<file path="src/rtl/gpio_fs_pkg.sv">
package gpio_fs_pkg;

    localparam int NPINS    = 4;
    localparam int WORD_W   = 16;
    localparam int OP_W     = 4;
    localparam int RES_W    = WORD_W - NPINS;
    localparam int ALM_PIN  = 0;
    localparam int PD_PIN   = NPINS - 1;

    localparam logic [OP_W-1:0] OP_RUN    = 4'h1;
    localparam logic [OP_W-1:0] OP_PINCFG = 4'h4;

    localparam int HDR_BIT  = 4;
    localparam int ALM_BIT  = 8;
    localparam int PD_BIT   = 9;

    typedef struct packed {
        logic             pd_en;
        logic             alarm_en;
        logic [NPINS-1:0] dir;
    } pin_cfg_t;

    typedef struct packed {
        logic             hdr_sel;
        logic [NPINS-1:0] data;
    } run_t;

    function automatic logic [OP_W-1:0] word_op(input logic [WORD_W-1:0] w);
        return w[WORD_W-1 -: OP_W];
    endfunction

    function automatic pin_cfg_t decode_cfg(input logic [WORD_W-1:0] w);
        pin_cfg_t c;
        c.pd_en    = w[PD_BIT];
        c.alarm_en = w[ALM_BIT];
        c.dir      = w[NPINS-1:0];
        return c;
    endfunction

    function automatic run_t decode_run(input logic [WORD_W-1:0] w);
        run_t r;
        r.hdr_sel = w[HDR_BIT];
        r.data    = w[NPINS-1:0];
        return r;
    endfunction

    function automatic logic cfg_legal(input logic [WORD_W-1:0] w, input logic narrow);
        logic rsv_clear;
        logic narrow_ok;
        rsv_clear = (w[11:10] == 2'b00) && (w[7:4] == 4'b0000);
        narrow_ok = (w[NPINS-1:1] == '1) && !w[PD_BIT];
        return rsv_clear && (!narrow || narrow_ok);
    endfunction

endpackage

</file>
<file path="src/rtl/gpio_fs_edge.sv">
module gpio_fs_edge #(
    parameter int SYNC_STAGES = 2
) (
    input  logic clk,
    input  logic rst,
    input  logic cs_n,
    input  logic pd_req,
    output logic cs_fall,
    output logic pd_flag
);
    logic                   cs_q;
    logic [SYNC_STAGES-1:0] sync_q;

    always_ff @(posedge clk) begin
        if (rst) begin
            cs_q   <= 1'b1;
            sync_q <= '0;
        end else begin
            cs_q   <= cs_n;
            sync_q <= {sync_q[SYNC_STAGES-2:0], pd_req};
        end
    end

    assign cs_fall = cs_q & ~cs_n;
    assign pd_flag = sync_q[SYNC_STAGES-1];
endmodule

</file>
<file path="src/rtl/gpio_fs_cfg.sv">
module gpio_fs_cfg
    import gpio_fs_pkg::*;
#(
    parameter bit NARROW = 1'b0
) (
    input  logic              clk,
    input  logic              rst,
    input  logic              word_valid,
    input  logic [WORD_W-1:0] word_in,
    input  logic              cs_fall,
    output pin_cfg_t          cfg_q,
    output logic [NPINS-1:0]  drive_q,
    output logic [NPINS-1:0]  drive_next,
    output logic              hdr_act
);
    run_t pend_q;
    logic take_cfg;
    logic take_run;

    assign take_cfg = word_valid && (word_op(word_in) == OP_PINCFG) && cfg_legal(word_in, NARROW);
    assign take_run = word_valid && (word_op(word_in) == OP_RUN);

    always_ff @(posedge clk) begin
        if (rst) begin
            cfg_q  <= '0;
            pend_q <= '0;
        end else begin
            if (take_cfg) cfg_q  <= decode_cfg(word_in);
            if (take_run) pend_q <= decode_run(word_in);
        end
    end

    always_ff @(posedge clk) begin
        if (rst) begin
            drive_q <= '0;
            hdr_act <= 1'b0;
        end else if (cs_fall) begin
            drive_q <= pend_q.data;
            hdr_act <= pend_q.hdr_sel;
        end
    end

    assign drive_next = pend_q.data;
endmodule

</file>
<file path="src/rtl/gpio_fs_pin.sv">
module gpio_fs_pin #(
    parameter bit HAS_ALARM = 1'b0,
    parameter bit HAS_PD    = 1'b0
) (
    input  logic clk,
    input  logic rst,
    input  logic cs_fall,
    input  logic dir,
    input  logic func_en,
    input  logic alarm_any,
    input  logic drive_q,
    input  logic drive_next,
    input  logic pad_in,
    output logic pad_out,
    output logic pad_oe,
    output logic snap
);
    logic alarm_sel;
    logic pd_sel;
    logic gpo_sel;

    assign alarm_sel = HAS_ALARM & func_en;
    assign pd_sel    = HAS_PD & func_en;
    assign gpo_sel   = dir & ~pd_sel & ~alarm_sel;

    assign pad_oe  = alarm_sel | gpo_sel;
    assign pad_out = alarm_sel ? alarm_any : drive_q;

    always_ff @(posedge clk) begin
        if (rst) begin
            snap <= 1'b0;
        end else if (cs_fall) begin
            if (alarm_sel)    snap <= alarm_any;
            else if (gpo_sel) snap <= drive_next;
            else              snap <= pad_in;
        end
    end
endmodule

</file>
<file path="src/rtl/gpio_fs_ctrl.sv">
module gpio_fs_ctrl
    import gpio_fs_pkg::*;
#(
    parameter bit NARROW      = 1'b0,
    parameter int SYNC_STAGES = 2
) (
    input  logic              clk,
    input  logic              rst,
    input  logic              cs_n,
    input  logic              word_valid,
    input  logic [WORD_W-1:0] word_in,
    input  logic [NPINS-1:0]  chan_tag,
    input  logic [RES_W-1:0]  result,
    input  logic              alarm_hi,
    input  logic              alarm_lo,
    input  logic [NPINS-1:0]  pin_in,
    output logic [NPINS-1:0]  pin_out,
    output logic [NPINS-1:0]  pin_oe,
    output logic [WORD_W-1:0] sdo_word,
    output logic              pd_active,
    output logic              pd_flag
);
    logic             cs_fall;
    pin_cfg_t         cfg_q;
    logic [NPINS-1:0] drive_q;
    logic [NPINS-1:0] drive_next;
    logic             hdr_act;
    logic [NPINS-1:0] snap;
    logic             alarm_any;

    assign alarm_any = alarm_hi | alarm_lo;
    assign pd_active = cfg_q.pd_en & ~pin_in[PD_PIN];

    gpio_fs_edge #(.SYNC_STAGES(SYNC_STAGES)) u_edge (
        .clk     (clk),
        .rst     (rst),
        .cs_n    (cs_n),
        .pd_req  (pd_active),
        .cs_fall (cs_fall),
        .pd_flag (pd_flag)
    );

    gpio_fs_cfg #(.NARROW(NARROW)) u_cfg (
        .clk        (clk),
        .rst        (rst),
        .word_valid (word_valid),
        .word_in    (word_in),
        .cs_fall    (cs_fall),
        .cfg_q      (cfg_q),
        .drive_q    (drive_q),
        .drive_next (drive_next),
        .hdr_act    (hdr_act)
    );

    for (genvar i = 0; i < NPINS; i++) begin : g_pin
        gpio_fs_pin #(
            .HAS_ALARM (i == ALM_PIN),
            .HAS_PD    (i == PD_PIN)
        ) u_pin (
            .clk        (clk),
            .rst        (rst),
            .cs_fall    (cs_fall),
            .dir        (cfg_q.dir[i]),
            .func_en    ((i == ALM_PIN) ? cfg_q.alarm_en : cfg_q.pd_en),
            .alarm_any  (alarm_any),
            .drive_q    (drive_q[i]),
            .drive_next (drive_next[i]),
            .pad_in     (pin_in[i]),
            .pad_out    (pin_out[i]),
            .pad_oe     (pin_oe[i]),
            .snap       (snap[i])
        );
    end

    assign sdo_word = {(hdr_act ? snap : chan_tag), result};
endmodule

</file>
<file path="config.mk">
export PLATFORM = sky130hd
export DESIGN_NAME = gpio_fs_ctrl
export DESIGN_NICKNAME = d
export VERILOG_FILES = /design/src/rtl/gpio_fs_pkg.sv /design/src/rtl/gpio_fs_edge.sv /design/src/rtl/gpio_fs_cfg.sv /design/src/rtl/gpio_fs_pin.sv /design/src/rtl/gpio_fs_ctrl.sv
export SDC_FILE = /design/constraint.sdc
export NUM_CORES = 1
export LEC_CHECK = 0
export ABC_AREA = 1
export CAP_MARGIN = 20
export CORE_ASPECT_RATIO = 1.25
export CORE_MARGIN = 5
export CORE_UTILIZATION = 54
export DETAILED_ROUTE_END_ITERATION = 12
export DONT_BUFFER_PORTS = 1
export HOLD_SLACK_MARGIN = 0.06
export PLACE_DENSITY_LB_ADDON = 0.25
export SLEW_MARGIN = 0
export SYNTH_ARGS = -nofsm -noshare
export SYNTH_HDL_FRONTEND = slang
export SYNTH_SLANG_ARGS = --single-unit
</file>
<file path="constraint.sdc">
create_clock -name clk -period 0.83 [get_ports clk]
set_input_delay 0.1245 -clock clk [delete_from_list [all_inputs] [get_ports clk]]
set_output_delay 0.1245 -clock clk [all_outputs]
set_load 0.01 [all_outputs]
</file>
==> run summary, run 1 <==
Layout fillers: 191
Max Cap Viol: 0
endpoint class of the critical path: output port
clk root buf: clkbuf_4
CP max-delay cell: dfxtp_4
die height: 63.2 um
initial antenna violation count: 0
R2R Setup Slk: -0.03 ns
cell taking the most area after synthesis: dfxtp_1
critical-path cell list: mux2_4
met2 routed WL: 1340 um
post-synthesis sequential area ratio: 37.7%
Hold Buf Count CTS: 13
first-pass GRT wire length: 3940 um
Hold Crit Start: alarm_hi
RSZ-0062 raised after global routing: true
Hold WC Path Type: in2reg
worst-case hold path end point: g_pin[0].u_pin.snap
total wire length: 2600 um
TritonRoute pass-1 iters: 4
Nets: 213
R2R cell count: 4
number of H-tree levels: 1
synth top area cells: dfxtp_1, buf_4, nor2_1
flops & latches, synth: 23
Peak VDD IR: 0.000640 V
Cell Rows: 19
die area: 0.00332 mm2
core area: 0.00219 mm2
hold violation total from the final report: 0
vias in the first global route: 976
net count after synthesis: 206
Slew headroom: 84.7%
worst skew pair latency: 0.30 ns
P per Cell Area: 1340 mW/mm2
highest clock rate: 862 MHz
Finish-stage setup viols: 16
chip width: 52.5 um
Largest delay share family, worst path: flip-flops
Worst Max-Slew Pin Slew: 0.229 ns
Final ANT Viol Nets: 0
Data required, critical path: 0.71 ns
Num CTS Buffers: 3
slowest stage delay, CP: 0.41 ns
multi-input logic area: 586 um2
fin crit period: 1.16 ns
metal3 WL: 224 um
Clock transition at path regs: 0.13 ns
Top Layer Used: met4
RePlAce Congestion: 0.792
Syn-to-layout area delta: 21.2%
Crit Path Max Fanout: 5
max-slew violation count: 0
ANT cells: 0
First DRT Iteration DRCs: 11
Yosys top cell area share: 37.7%
DP HPWL: 1780 um
WL/cell: 12.9 um
Hold Path Stages: 2
TritonCTS clock tree: built
largest net degree at the start of global routing: 22
total power: 1.98 mW
origin of the critical flop-to-flop path: u_cfg.cfg_q[5]
met1 WL: 1000 um
number of instances in the placed design: 178
period utilisation layout: 140%
grt total ovfl: 0
CTS sink cnt: 23
effective utilization at floorplan: 55.8%
Non-Filler Instances: 201
Syn Area/Cell: 7.45 um2
# DRC: 0
CP startpoint kind: flop
I/O pins: 68
clock skew: 0.00790 ns
Max clock buf depth: 2
fraction of layout cells with a size suffix above 1: 36.5%
post-synthesis cell area: 0.00122 mm2
IO buf count: 0
RR Endpoint: g_pin[3].u_pin.snap
Cells after Synth: 164
final worst slack: -0.330 ns
Yosys warning count: 0
crit path buf inv count: 0
Synth cell types: 21
total area of sequential cells: 483 um2
GRT Util Overall: 15.1%
routed vias/inst: 5.05
detailed-route via count: 1015
status: finished with violations
final core utilization: 67.7%
failing checks: setup timing
arrival time worst endpoint: 1.04 ns
Setup CP Type: reg2out
LEAKAGE: 0.636 nW
-- state kept, by name, indices dropped and copies added (netlist names) --
| signal | flops |
|---|---|
| u_cfg.cfg_q | 6 |
| g_pin.u_pin.snap | 4 |
| u_cfg.drive_next | 4 |
| u_cfg.drive_q | 4 |
| u_edge.sync_q | 2 |
| u_cfg.hdr_act | 1 |
| u_cfg.pend_q | 1 |
| u_edge.cs_q | 1 |
-- worst max-delay path by stage --
| stage | from | end | slack [ns] | cells past startpoint |
|---|---|---|---|---|
| floorplan | u_edge.cs_q | g_pin[3].u_pin.snap | -0.04 | 5 |
| detailed placement | u_edge.cs_q | g_pin[3].u_pin.snap | -0.07 | 5 |
| global route | u_cfg.hdr_act | sdo_word[13] | -0.36 | 1 |
| global placement | u_edge.cs_q | g_pin[3].u_pin.snap | -0.05 | 5 |
| CTS | u_cfg.hdr_act | sdo_word[13] | -0.34 | 1 |
| finish | u_cfg.hdr_act | sdo_word[15] | -0.33 | 1 |
-- kinds of logic after synthesis --
family                 count (synthesis)  synth area share (%)
AND/OR/NAND/NOR                       58                  23.3
multiplexers                           4                  3.69
flip-flops                            23                  37.7
buffers and inverters                 46                  21.3
AO/OA/AOI/OAI                         33                  14.0
-- cells in the mapped netlist, drive strengths merged --
master and number:
mux2 4, nor3 2, dfxtp 23, inv 23, o21ai 15, nand3 8
nor2 27, a21oi 15, buf 23, nand2 20, a31oi 1, o211ai 2
or2 1
-- metrics by stage --
stage	hold slack (ns)	worst slack [ns]	cell area, um2	setup TNS, ns
3_3_place_gp	0.198	-0.0485	1150	-0.183
4_1_cts	0.0397	-0.337	1420	-2.23
3_5_place_dp	0.199	-0.0702	1150	-0.467
6_report	0.0473	-0.330	1480	-2.25
5_1_grt	0.0435	-0.365	1480	-2.96
2_1_floorplan	0.196	-0.0350	1230	-0.111
-- layout by cell type (no fill, tap or decap), drive strengths merged --
master and instances:
mux2 4, inv 24, nor3 2, a21oi 15
or2 1, nand3 8, dlygate4sd3 13, buf 11
nor2 27, o21ai 15, clkbuf 4, dfxtp 23
o211ai 2, a31oi 1, nand2 20
-- area by class of cell --
type | instances | area share [%]
clock buffers | 4 | 1.78
inverters | 23 | 6.51
multi-input cells | 95 | 39.6
flip-flops and latches | 23 | 32.6
well taps | 31 | 2.62
repair buffers | 24 | 16.5
repair inverters | 1 | 0.423
-- metal layers --
| layer | vias up | global-route usage (%) |
|---|---|---|
| met5 | - | 0 |
| met4 | 0 | 7.03 |
| met3 | 4 | 3.30 |
| met2 | 45 | 27.2 |
| met1 | 456 | 15.8 |
| li1 | 510 | - |
-- power by group --
| group | total (mW) | internal [mW] | leakage [nW] | switching (mW) |
|---|---|---|---|---|
| logic | 0.302 | 0.151 | 0.427 | 0.151 |
| registers | 1.17 | 1.14 | 0.193 | 0.0344 |
| clock network | 0.506 | 0.187 | 0.0150 | 0.319 |
-- timing repair --
item                       in CTS  in global routing
setup buffers                   4                  1
hold endpoints to repair       13                  1
gates cloned                    0                  1
resized for setup              39                 18
pin swaps                       3                  1
setup endpoints to repair      22                 21
No activity file was read; power rests on OpenSTA's default activity.
==> inputs of run 2 (changes only) <==
--- a/config.mk
+++ b/config.mk
@@ -12,8 +12,8 @@
 export CORE_UTILIZATION = 54
 export DETAILED_ROUTE_END_ITERATION = 12
 export DONT_BUFFER_PORTS = 1
-export HOLD_SLACK_MARGIN = 0.06
-export PLACE_DENSITY_LB_ADDON = 0.25
+export HOLD_SLACK_MARGIN = 0.05
+export PLACE_DENSITY = 0.74
 export SLEW_MARGIN = 0
 export SYNTH_ARGS = -nofsm -noshare
 export SYNTH_HDL_FRONTEND = slang
==> run 2 against run 1 <==
Compared with the run above: the run still ends with setup timing left; first-iteration DRC count increased by 18%; combinational power rose by 3%; clock-buffer cell count is 1 lower; hold slack lost 0.017 ns; routed wire length is 0.23% lower; die area unchanged; clock power barely moved; fmax is essentially flat; global-route usage is 0.80 points higher; critical path type unchanged; register-to-register slack about the same; critical path depth unchanged; via count decreased by 2.0%.
==> run summary, run 2 (same netlist as run 1, synthesis figures left out) <==
die area: 0.00332 mm2 (unchanged)
Logic pwr share: 15.6% (was 15.3%)
routed vias/inst: 4.95 (was 5.05)
ANT cells: 0 (unchanged)
grt total ovfl: 0 (unchanged)
Largest delay share family, worst path: flip-flops (unchanged)
Num CTS Buffers: 3 (unchanged)
commonest cells after routing, fill and taps aside: inv_1, nand2_1, nor2_1, dlygate4sd3_1 (was nor2_1, inv_1, nand2_1, a21oi_1, dlygate4sd3_1)
effective utilization at floorplan: 55.8% (unchanged)
WL/cell: 12.9 um (about the same)
status: finished with violations (unchanged)
final core utilization: 68.7% (was 67.7%)
Hold Path Stages: 2 (unchanged)
Final ANT Viol Nets: 0 (unchanged)
hold violation total from the final report: 0 (unchanged)
First DRT Iteration DRCs: 13 (was 11)
crit path buf inv count: 0 (unchanged)
Clock transition at path regs: 0.14 ns (was 0.13 ns)
Cell Rows: 19 (unchanged)
Peak VDD IR: 0.000906 V (was 0.000640 V)
worst skew pair latency: 0.31 ns (was 0.30 ns)
Seq pwr share: 58.8% (was 59.2%)
I/O pins: 68 (unchanged)
cell area after layout: 0.00150 mm2 (was 0.00148 mm2)
RePlAce Congestion: 0.785 (was 0.792)
clock power share: 25.6% (about the same)
core area: 0.00219 mm2 (unchanged)
Sw Share: 25.9% (was 25.5%)
final worst slack: -0.330 ns (about the same)
Non-Filler Instances: 201 (unchanged)
Data required, critical path: 0.71 ns (about the same)
largest net degree at the start of global routing: 22 (unchanged)
R2R cell count: 5 (was 4)
die height: 63.2 um (unchanged)
CP startpoint kind: flop (unchanged)
number of instances in the placed design: 179 (was 178)
IO buf count: 0 (unchanged)
Nets: 213 (unchanged)
vias in the first global route: 1047 (was 976)
CP max-delay cell: dfxtp_4 (unchanged)
critical-path cell list: mux2_4 (unchanged)
Largest Register: u_cfg.cfg_q (unchanged)
critical path depth: 1 (unchanged)
Max Cap Viol: 0 (unchanged)
slowest stage delay, CP: 0.42 ns (was 0.41 ns)
Internal: 1.47 mW (about the same)
chip width: 52.5 um (unchanged)
arrival time worst endpoint: 1.04 ns (about the same)
Max clock buf depth: 2 (unchanged)
total wire length: 2600 um (about the same)
clock skew: 0.0159 ns (was 0.00790 ns)
Switch Pwr: 0.515 mW (was 0.505 mW)
Slew headroom: 84.1% (was 84.7%)
TritonRoute pass-1 iters: 4 (unchanged)
detailed-route via count: 995 (was 1015)
P per Cell Area: 1320 mW/mm2 (was 1340 mW/mm2)
fin crit period: 1.16 ns (about the same)
clk root buf: clkbuf_4 (unchanged)
Setup CP Type: reg2out (unchanged)
initial antenna violation count: 0 (unchanged)
setup TNS: -2.38 ns (was -2.25 ns)
CTS sink cnt: 23 (unchanged)
first-pass GRT wire length: 4210 um (was 3940 um)
max reg flops: 6 (unchanged)
GRT Util Overall: 15.9% (was 15.1%)
failing checks: setup timing (unchanged)
max-slew violation count: 0 (unchanged)
TritonCTS clock tree: built (unchanged)
LEAKAGE: 0.636 nW (about the same)
endpoint class of the critical path: output port (unchanged)
placed cell areas: 0.00115 mm2 (about the same)
period utilisation layout: 140% (about the same)
RSZ-0062 raised after global routing: true (unchanged)
Worst Max-Slew Pin Slew: 0.238 ns (was 0.229 ns)
Hold WC Path Type: in2reg (unchanged)
fraction of layout cells with a size suffix above 1: 35.9% (was 36.5%)
highest clock rate: 862 MHz (about the same)
pre-CTS setup slack: -0.0732 ns (was -0.0702 ns)
Syn-to-layout area delta: 23.1% (was 21.2%)
Finish-stage setup viols: 17 (was 16)
number of H-tree levels: 1 (unchanged)
DP HPWL: 1820 um (was 1780 um)
Crit Path Max Fanout: 5 (unchanged)
# DRC: 0 (unchanged)
## run 2: metrics by stage
step / power, mW / hold slack [ns]
3_5_place_dp: 1.40 / 0.204
2_1_floorplan: 1.43 / 0.196
4_1_cts: 1.98 / 0.0331
5_1_grt: 2.06 / 0.0567
6_report: 1.99 / 0.0300
3_3_place_gp: 1.40 / 0.197
## run 2: layer usage
metal	up-vias	global-route usage [%]	routed length, um	part of all wire (%)
met4	0	5.11	34	1.3
met1	435	18.1	1010	39
li1	514	-	-	-
met3	4	3.77	211	8.1
met2	42	28.0	1340	52
met5	-	0	0	0
## run 2: area by class of cell
type	count	area [um2]
fillers	167	684
multi-input cells	95	596
flip-flops and latches	23	490
repair buffers	24	248
inverters	23	93.8
well taps	31	38.8
clock buffers	3	22.5
clock inverters	1	7.51
repair inverters	1	6.26
## run 2: repair_timing
item / 4_1_cts / 5_1_grt
buffers inserted: 4 / 0
gates resized for setup: 34 / 25
hold endpoints to repair: 13 / 0
hold buffers: 13 / 0
gates cloned: 1 / 0
setup endpoints to repair: 21 / 21
pin swaps: 5 / 7
## run 2: path summary, 6_finish.rpt
check             slack [ns]             start                  end
setup / recovery       -0.33     u_cfg.hdr_act         sdo_word[14]
hold / removal          0.03          alarm_hi  g_pin[0].u_pin.snap
setup reg to reg       -0.04       u_edge.cs_q        u_cfg.hdr_act
hold reg to reg         0.43  u_edge.sync_q[0]     u_edge.sync_q[1]
## run 2: power by group through the flow
stage          clock network (mW)  registers, mW  logic (mW)
3_3_place_gp                    0           1.20       0.200
5_1_grt                     0.545           1.18       0.343
4_1_cts                     0.523           1.17       0.284
2_1_floorplan                   0           1.18       0.247
6_report                    0.509           1.17       0.310
3_5_place_dp                    0           1.20       0.205
==> inputs of run 3 (changes only) <==
--- a/config.mk
+++ b/config.mk
@@ -5,7 +5,6 @@
 export SDC_FILE = /design/constraint.sdc
 export NUM_CORES = 1
 export LEC_CHECK = 0
-export ABC_AREA = 1
 export CAP_MARGIN = 20
 export CORE_ASPECT_RATIO = 1.25
 export CORE_MARGIN = 5
@@ -14,6 +13,7 @@
 export DONT_BUFFER_PORTS = 1
 export HOLD_SLACK_MARGIN = 0.05
 export PLACE_DENSITY = 0.74
+export REMOVE_ABC_BUFFERS = 1
 export SLEW_MARGIN = 0
 export SYNTH_ARGS = -nofsm -noshare
 export SYNTH_HDL_FRONTEND = slang
==> run 3 against run 2 <==
Compared with the run above: the run ends with hold timing, setup timing left; final cell count is 22% lower; clock skew down 0.013 ns; sequential share of layout area fell by 1.3 points; via count shrank 1.7%; flip-flop and latch count did not move; global-route usage rose by 3.8 points; combinational power shrank 36%; clock power up 2%; critical endpoint is now pin_out[0]; highest routed layer unchanged.
==> run summary, run 3 <==
detailed-route via count: 978 (was 995)
clock power share: 28.1% (was 25.6%)
vias in the first global route: 1008 (was 1047)
final worst slack: -0.337 ns (was -0.330 ns)
Setup CP Type: reg2out (unchanged)
max-slew violation count: 0 (unchanged)
routed vias/inst: 6.23 (was 4.95)
chip width: 51.6 um (was 52.5 um)
Switch Pwr: 0.451 mW (was 0.515 mW)
fraction of layout cells with a size suffix above 1: 58.4% (was 35.9%)
Synth cell types: 28 (was 21)
R2R cell count: 3 (was 5)
Num CTS Buffers: 3 (unchanged)
core area: 0.00203 mm2 (was 0.00219 mm2)
total wire length: 3210 um (was 2600 um)
RSZ-0062 raised after global routing: true (unchanged)
Finish-stage setup viols: 29 (was 17)
effective utilization at floorplan: 57.5% (was 55.8%)
Seq pwr share: 61.2% (was 58.8%)
worst skew pair latency: 0.31 ns (about the same)
most common cell after layout, fill and taps aside: buf_6
TritonCTS clock tree: built (unchanged)
Slew headroom: 77.7% (was 84.1%)
Data required, critical path: 0.71 ns (about the same)
GRT Util Overall: 19.6% (was 15.9%)
LEAKAGE: 0.546 nW (was 0.636 nW)
DP HPWL: 1940 um (was 1820 um)
Syn-to-layout area delta: 31.9% (was 23.1%)
arrival time worst endpoint: 1.04 ns (about the same)
Max Cap Viol: 0 (unchanged)
CP max-delay cell: dfxtp_4 (unchanged)
endpoint class of the critical path: output port (unchanged)
IO buf count: 0 (unchanged)
I/O pins: 68 (unchanged)
post-synthesis cell area: 0.00117 mm2 (was 0.00122 mm2)
final hold slack: -0.150 ns (was 0.0300 ns)
max reg flops: 6 (unchanged)
post-synthesis sequential area ratio: 39.5% (was 37.7%)
failing checks: hold timing, setup timing (was setup timing)
top-count cell post-synth: dfxtp_1 (unchanged)
final core utilization: 75.9% (was 68.7%)
initial antenna violation count: 0 (unchanged)
Crit Path Max Fanout: 4 (was 5)
die height: 62.0 um (was 63.2 um)
critical-path cell list: buf_6, o22a_1 (was mux2_4)
first-pass GRT wire length: 4690 um (was 4210 um)
status: finished with violations (unchanged)
crit path buf inv count: 1 (was 0)
Hold Buf Count CTS: 1 (was 13)
Most used DFF post-synth: dfxtp_1 (unchanged)
Sw Share: 24.3% (was 25.9%)
CP startpoint kind: flop (unchanged)
Nets: 180 (was 213)
Syn Area/Cell: 8.77 um2 (was 7.45 um2)
asr flop ratio synth: 0% (unchanged)
top cells by count, synth: dfxtp_1, buf_4, a21oi_1 (was dfxtp_1, buf_4, nor2_1)
clock skew: 0.00253 ns (was 0.0159 ns)
Peak VDD IR: 0.000886 V (was 0.000906 V)
hold violation total from the final report: 23 (was 0)
critical path depth: 2 (was 1)
CTS sink cnt: 23 (unchanged)
Hold Path Stages: 1 (was 2)
Post-synth EDFFs: 0 (unchanged)
Cells after Synth: 133 (was 164)
Logic pwr share: 10.7% (was 15.6%)
clk root buf: clkbuf_4 (unchanged)
number of instances in the placed design: 143 (was 179)
RePlAce Congestion: 0.764 (was 0.785)
Yosys top cell area share: 39.5% (was 37.7%)
P per Cell Area: 1210 mW/mm2 (was 1320 mW/mm2)
TritonRoute pass-1 iters: 4 (unchanged)
Final ANT Viol Nets: 0 (unchanged)
Max clock buf depth: 2 (unchanged)
fin crit period: 1.17 ns (was 1.16 ns)
Non-Filler Instances: 157 (was 201)
First DRT Iteration DRCs: 19 (was 13)
flops & latches, synth: 23 (unchanged)
Yosys warning count: 0 (unchanged)
# DRC: 0 (unchanged)
Clock transition at path regs: 0.12 ns (was 0.14 ns)
Largest Register: u_cfg.cfg_q (unchanged)
Largest delay share family, worst path: flip-flops (unchanged)
commonest cells after routing, fill and taps aside: buf_6, a21oi_1, dfxtp_2, dfxtp_1, buf_4 (was inv_1, nand2_1, nor2_1, dlygate4sd3_1)
largest net degree at the start of global routing: 24 (was 22)
Cell Rows: 18 (was 19)
number of H-tree levels: 1 (unchanged)
synth top area cells: dfxtp_1, buf_4, a21oi_1 (was dfxtp_1, buf_4, nor2_1)
total power: 1.85 mW (was 1.99 mW)
Hold WC Path Type: in2reg (unchanged)
slowest stage delay, CP: 0.38 ns (was 0.42 ns)
Internal: 1.40 mW (was 1.47 mW)
Worst Max-Slew Pin Slew: 0.334 ns (was 0.238 ns)
ANT cells: 0 (unchanged)
WL/cell: 20.4 um (was 12.9 um)
highest clock rate: 857 MHz (was 862 MHz)
grt total ovfl: 0 (unchanged)
die area: 0.00319 mm2 (was 0.00332 mm2)
period utilisation layout: 141% (was 140%)
cell taking the most area after synthesis: dfxtp_1 (unchanged)
==> run 3: cell families (layout without fill, tap and decap cells) <==
group / Yosys count / count (layout) / synth area share (%)
AO/OA/AOI/OAI: 33 / 33 / 16.7
multiplexers: 8 / 8 / 7.40
flip-flops: 23 / 23 / 39.5
AND/OR/NAND/NOR: 42 / 42 / 21.1
buffers and inverters: 27 / 31 / 15.2
==> run 3: layer usage <==
layer / global-route usage [%] / wire length, um / vias up
met5: 0 / 0 / -
met4: 8.99 / 77 / 0
met3: 6.92 / 280 / 7
met2: 36.5 / 1770 / 56
met1: 19.7 / 1070 / 453
li1: - / - / 462
==> run 3: final cells by class <==
cell class	count	area, um2
multi-input combinational	83	728
fill	135	489
sequential	23	482
timing repair buffer	27	277
clock buffer	4	26.3
tap	20	25.0
==> run 3: worst paths after layout <==
check              startpoint             endpoint  slack [ns]
max            u_cfg.cfg_q[4]           pin_out[0]       -0.34
min                       rst     u_cfg.drive_q[3]       -0.15
max reg2reg    u_cfg.cfg_q[0]  g_pin[0].u_pin.snap       -0.19
min reg2reg  u_edge.sync_q[0]     u_edge.sync_q[1]        0.45
==> run 3: power groups by stage <==
stage | combinational [mW] | clock [mW] | sequential, mW
2_1_floorplan | 0.0903 | 0 | 1.16
3_3_place_gp | 0.119 | 0 | 1.16
3_5_place_dp | 0.121 | 0 | 1.16
4_1_cts | 0.177 | 0.515 | 1.14
5_1_grt | 0.212 | 0.575 | 1.14
6_report | 0.198 | 0.521 | 1.13
==> run 3: repair_timing <==
action,4_1_cts,5_1_grt
resized for setup,62,20
endpoints found under the setup margin,28,30
endpoints found under the hold margin,23,23
pin swaps,13,15
cloned,1,0
setup buffers,5,4
==> run 3: through the flow <==
stage | instance area [um2] | worst slack [ns] | TNS (ns)
final | 1540 | -0.337 | -4.14
after global routing | 1540 | -0.394 | -5.11
after CTS | 1430 | -0.333 | -3.69
after detailed placement | 1140 | -0.465 | -4.76
after global placement | 1140 | -0.391 | -4.28
after floorplan | 988 | -0.355 | -6.12
